==> src/rtl/frame_unpacker.sv <==
module frame_unpacker #(
  parameter int DATA_W = 64,
  parameter int POS_W  = 4
) (
  input  logic              clk,
  input  logic              rst,
  input  logic              in_valid,
  output logic              in_ready,
  input  logic [DATA_W-1:0] in_data,
  input  logic              in_last,
  input  logic [$clog2(DATA_W/8)-1:0] in_count,
  output logic              out_valid,
  input  logic              out_ready,
  output logic [7:0]        out_byte,
  output logic              out_sof,
  output logic              out_eof,
  output logic              vlan_flag
);
  localparam int BYTES  = DATA_W / 8;
  localparam int LANE_W = $clog2(BYTES);
  localparam logic [POS_W-1:0] POS_MAX = '1;
  localparam logic [POS_W-1:0] TAG_HI  = POS_W'(12);
  localparam logic [POS_W-1:0] TAG_LO  = POS_W'(13);

  logic [DATA_W-1:0] word_q;
  logic              full_q, last_q, hi_q, tag_q;
  logic [LANE_W-1:0] lane_q, end_q;
  logic [POS_W-1:0]  pos_q;
  logic              at_end, take, drain, load, tag_now;

  assign at_end    = lane_q == end_q;
  assign take      = full_q & out_ready;
  assign drain     = take & at_end;
  assign in_ready  = !full_q || drain;
  assign load      = in_valid & in_ready;

  assign out_valid = full_q;
  assign out_byte  = word_q[{lane_q, 3'b000} +: 8];
  assign out_sof   = full_q && (pos_q == '0);
  assign out_eof   = full_q & last_q & at_end;
  assign tag_now   = full_q && (pos_q == TAG_LO) && hi_q && (out_byte == 8'h00);
  assign vlan_flag = tag_q | tag_now;

  always_ff @(posedge clk) begin
    if (rst) begin
      word_q <= '0;
      full_q <= 1'b0;
      last_q <= 1'b0;
      lane_q <= '0;
      end_q  <= '0;
      pos_q  <= '0;
      hi_q   <= 1'b0;
      tag_q  <= 1'b0;
    end else begin
      if (load) begin
        word_q <= in_data;
        last_q <= in_last;
        end_q  <= in_last ? in_count - LANE_W'(1) : '1;
        lane_q <= '0;
        full_q <= 1'b1;
      end else if (drain) begin
        full_q <= 1'b0;
      end else if (take) begin
        lane_q <= lane_q + LANE_W'(1);
      end
      if (take) begin
        if (out_eof) begin
          pos_q <= '0;
          hi_q  <= 1'b0;
          tag_q <= 1'b0;
        end else begin
          if (pos_q != POS_MAX) pos_q <= pos_q + POS_W'(1);
          if (pos_q == TAG_HI) hi_q <= (out_byte == 8'h81);
          if (tag_now) tag_q <= 1'b1;
        end
      end
    end
  end

  p_accept_fills_r2: assert property (@(posedge clk) disable iff (rst)
    in_valid && in_ready |=> out_valid);

  p_sof_follows_eof_r4: assert property (@(posedge clk) disable iff (rst)
    out_valid && out_ready && out_eof |=> !out_valid || out_sof);

  p_stall_hold_r6: assert property (@(posedge clk) disable iff (rst)
    out_valid && !out_ready |=> out_valid && $stable(out_byte) && $stable(out_sof) && $stable(out_eof));

  p_flag_hold_r7: assert property (@(posedge clk) disable iff (rst)
    vlan_flag && !(out_valid && out_ready && out_eof) |=> vlan_flag);

  p_flag_clear_r7: assert property (@(posedge clk) disable iff (rst)
    out_valid && out_ready && out_eof |=> !vlan_flag);

  p_reset_empty_r8: assert property (@(posedge clk)
    rst |=> !out_valid && !vlan_flag && in_ready);
endmodule

==> config.mk <==
export PLATFORM = sky130hd
export DESIGN_NAME = frame_unpacker
export DESIGN_NICKNAME = d
export VERILOG_FILES = /design/src/rtl/frame_unpacker.sv
export SDC_FILE = /design/constraint.sdc
export NUM_CORES = 1
export LEC_CHECK = 0
export BUFFER_PORTS_ARGS = -buffer_cell sky130_fd_sc_hd__buf_2
export CAP_MARGIN = 20
export CORE_MARGIN = 2
export CORE_UTILIZATION = 50
export DETAILED_ROUTE_END_ITERATION = 12
export PLACE_DENSITY = 0.73
export SLEW_MARGIN = 5
export SYNTH_ARGS = -nofsm -noshare
export SYNTH_HDL_FRONTEND = slang
export SYNTH_SLANG_ARGS = --single-unit
==> constraint.sdc <==
create_clock -name clk -period 2.25 [get_ports clk]
set_input_delay 0.3375 -clock clk [delete_from_list [all_inputs] [get_ports clk]]
set_output_delay 0.3375 -clock clk [all_outputs]
set_load 0.01 [all_outputs]
Word-level counts from Yosys, hierarchy flattened
Index checks and enable logic that the tools add are counted.

operators by class
  add/sub/neg operators = 3
  equal/unequal tests = 5
  shift-type cells = 1
  mux-type cells = 9
  bitwise gates (word level) = 7
  reduce and logical (&&, ||, !) cells = 17

operators with widths
  cell                                                                count
  64-bit by 7-bit variable part select with 8-bit output              1
  4-bit == test, second input constant                                2
  8-bit == test, second input constant                                1
  8-bit zero test                                                     1
  4-bit two-way mux                                                   2
  2-bit AND reduction                                                 4
  2-bit nonzero test                                                  4
  1-bit two-way mux                                                   6
  1-bit bitwise AND                                                   5
  4-bit by 1-bit adder with 4-bit output, second input constant       1
  1-bit logical AND                                                   4
  4-bit zero test                                                     1
  4-bit != test, second input constant                                1
  3-bit by 1-bit adder with 3-bit output, second input constant       1
  3-bit == test                                                       1
  3-bit two-way mux                                                   1
  3-bit by 1-bit subtractor with 3-bit output, second input constant  1
  2-bit OR reduction                                                  1
  1-bit zero test                                                     1
  1-bit logical OR                                                    1
  1-bit inverter                                                      1
  1-bit OR                                                            1

storage, ports and cells
  flip-flop bits (word level) = 78
  input port bits = 72
  output and inout port bits = 13
  logic and storage cells = 50

Depth between registers and ports, before layout
  word-level depth = 6
  gate-level depth with buffers = 8
  depth with buffers taken out = 6

Worst setup path after synthesis
No wires, ideal clock.

  path kind = register to output
  from = register lane_q[0]
  to = output port vlan_flag
  arrival time = 1.661 ns
  required time = 1.913 ns
  path slack = 0.251 ns
  stages on the path, launching flop included = 8
  path buffers = 2
  path through = dfxtp_1 buf_6 buf_6 mux4_2 nand2_1 o211ai_1 nor2_1 a41o_1

between the ends
  cells in the longest elaborated chain, start to end = 4

RTL lines
  element                                                 RTL line  text
  start: declaration                                      27        logic [LANE_W-1:0] lane_q, end_q;
  start signal: assignment                                64        lane_q <= lane_q + LANE_W'(1);
  64-bit by 7-bit variable part select with 8-bit output  38        assign out_byte = word_q[{lane_q, 3'b000} +: 8];
  8-bit zero test                                         41        assign tag_now = full_q && (pos_q == TAG_LO) && hi_q && (out_byte == 8'h00);
  1-bit logical AND                                       41
  1-bit OR                                                42        assign vlan_flag = tag_q | tag_now;
  end: declaration                                        17        output logic vlan_flag

No other way between the ends.

Worst setup path after layout
Same ends and word-level chain as after synthesis.

==> flow_summary_export.csv <==
group,metric,value,unit
status,outcome,"complete, but fails checks",
status,failed_checks,"setup timing",
setup_path,rrSetupSlack,70,ps
cts,cts_tree,"built",
sta,hold_violations,0,
yosys,synthTopCellsByArea,"dfxtp_1 (44%), nand2_1 (15%), a21oi_1 (9.5%)",
power_and_ir_drop,ir_drop,0.000437,V
setup_path,cp_max_fo,5,
power_and_ir_drop,p_leak,1.93,nW
place,dp_hpwl,6290,um
place,gp_congestion,0.848,
job,timing.max_cap.violations,0,
setup_path,cp-end-kind,"primary output",
place,place_ws,-5.77,ps
route,routedWlPerCell,14.5,um
yosys,synthCells,405,
sta,setup_slack,-307,ps
power_and_ir_drop,power,3.28,mW
floorplanning,die_w,88.5,um
yosys,ys_seq_area_frac,0.438,
route,drtAntennaViolNets,0,
cts,insertion_delay,350,ps
yosys,yosysTopAreaCell,"dfxtp_1",
power_and_ir_drop,p_per_area,725,mW/mm^2
grt,grt_pass1_wl,14100,um
final_layout,nets,579,
setup_path,worstSetupPathType,"register to primary output",
sta,slew_headroom,0.561,
setup_path,startpoint_type,"register",
setup_path,crit_arrival,2220,ps
yosys,yosys_warnings,0,
grt,grt_pass1_vias,3080,
final_layout,syn_to_final_growth,26.7,%
sta,fmax,0.391,GHz
yosys,postSynth.asyncResetShare,0,
floorplanning,core-area,0.00683,sq mm
grt,grt_remaining_overflow,0,
sta,slew_violations,0,
yosys,yosys.area.top_type_share,0.438,
route,wirelength,8740,um
yosys,netlist_area,0.00357,sq mm
hold_path,hold_class,"input pin to register",
cts,clockBufferDepth,2,
grt,antenna_found_initial,0,
yosys,synthDistinctLibCells,39,
route,drcViolationCount,0,
floorplanning,ios,85,
yosys,syn_area_per_cell,8.81,sq um
cts,cts_inserted_buffers,9,
final_layout,diodes,0,
route,via_count,3151,
yosys,syn_nets,482,
sta,setup_viol,2,
sta,grt_setup_unrepaired,"true",
cts,htree_levels,3,
sta,fin_worst_skew,9.41,ps
yosys,synth-seq-cells,78,
setup_path,required,1910,ps
floorplanning,initial_core_util,0.522,
sta,min_period_over_period,1.14,
yosys,yosys_most_used_dff,"dfxtp_1",
floorplanning,die_area,0.00783,sq mm
final_layout,n_fill_cell,592,
floorplanning,rows,30,
cts,clockRootBuffer,"clkbuf_8",
route,firstDrtPassIters,4,
yosys,synth_edf_count,0,
sta,min_period,2560,ps
yosys,yosys-top-cells-count,"nand2_1 (139), dfxtp_1 (78), a21oi_1 (68), mux4_2 (15), inv_1 (13)",
sta,tightestPinTransition,659,ps
place,io_buffers,84,
grt,grtUsageTotal,0.238,
cts,clock-sinks,78,
grt,grt_start_max_net_pins,46,
final_layout,drive_above_1_share,0.323,
sta,hold_ws,194,ps
route,vias_per_cell,5.23,
cts,clkTransAtPathRegs,80,ps
route,drtIter0Drc,183,
yosys,yosys.cell_count.top_type,"nand2_1",
floorplanning,die_height,88.5,um
==> area by class of cell <==
type	count	area, sq um	share of cell area
Sequential cell	78	1570	0.347
Inverter	14	55.1	0.0122
Clock inverter	6	109	0.0241
Multi-Input combinational cell	285	1790	0.395
Tap cell	96	120	0.0266
Clock buffer	10	138	0.0305
Timing Repair Buffer	114	746	0.165
==> per-layer routing <==
metal	share of wire	GRT usage	routed length [um]
met1	0.44	0.306	3860
met2	0.50	0.403	4360
met3	0.045	0.0420	389
met4	0.015	0.0854	129
met5	0	0	0
==> sequential cells by signal, summed over array words and instances (netlist names) <==
| register | cells |
|---|---|
| last_q | 1 |
| hi_q | 1 |
| tag_q | 1 |
| pos_q | 4 |
| out_valid | 1 |
| word_q | 64 |
| lane_q | 3 |
| end_q | 3 |
==> cell usage in the layout, fill, tap and decap left out, types with 2 or more instances in the layout <==
master and n:
nand2_1 138, buf_2 82, dfxtp_1 76, a21oi_1 68, buf_4 22, mux4_2 15, inv_1 11, clkbuf_8 10
mux2i_1 6, nor2_1 5, ha_1 5, buf_12 5, nor3_1 4, buf_6 4, xor2_2 3, mux2i_2 3
o211ai_1 3, xnor2_1 3, a311oi_1 3, nand3_1 3, bufinv_16 3, inv_2 2, nor4_1 2, clkinv_2 2
==> stage by stage <==
step | utilization | TNS [ps] | instance area, sq um | instances
finish | 0.662 | -321 | 4520 | 603
global route | 0.662 | -582 | 4520 | 603
CTS | 0.659 | -453 | 4500 | 604
detailed placement | 0.599 | -5.77 | 4090 | 572
global placement | 0.599 | 0 | 4090 | 572
floorplan | - | 0 | 3570 | 405
==> repair_timing <==
action / CTS / global route
setup endpoints to repair: 6 / 8
endpoints found under the hold margin: 0 / 0
pin swaps: 2 / 2
buffers inserted: 17 / 3
resized for setup: 15 / 4
cloned: 0 / 1
hold buffers: 0 / 0
==> power breakdown <==
| group | total [mW] | internal [mW] | switching (mW) |
|---|---|---|---|
| clock | 1.28 | 0.765 | 0.515 |
| combinational | 0.474 | 0.228 | 0.246 |
| sequential | 1.52 | 1.46 | 0.0608 |
| total | 3.28 | 2.46 | 0.822 |
==> kinds of logic (layout without fill, tap and decap cells) <==
logic type | after synthesis | count (layout) | share of synthesized area
AO/OA/AOI/OAI | 82 | 82 | 0.133
multiplexers | 26 | 26 | 0.126
adder cells (fa/ha/maj) | 5 | 5 | 0.0175
XOR/XNOR | 7 | 7 | 0.0235
AND/OR/NAND/NOR | 165 | 165 | 0.193
flip-flops | 78 | 78 | 0.438
buffers and inverters | 42 | 144 | 0.0702
==> worst max-delay path: stages, from the launching register on <==
cell	delay, ps
dfxtp_4	390
buf_12	120
mux4_2	500
mux2i_2	190
nand4_1	190
nor2_2	160
a41o_1	190
buf_2	130
==> path summary, 6_finish.rpt <==
kind                                 from                       to  cells after the start
setup reg to reg   lane_q[0]$_SDFFE_PP0P_        hi_q$_SDFFE_PP0P_                     10
hold reg to reg   word_q[29]$_SDFFE_PP0P_  word_q[29]$_SDFFE_PP0P_                      2
setup / recovery   lane_q[0]$_SDFFE_PP0P_                vlan_flag                      7
hold / removal                in_count[0]    end_q[0]$_SDFFE_PP0P_                      2
(Power assumes the default switching activity.)
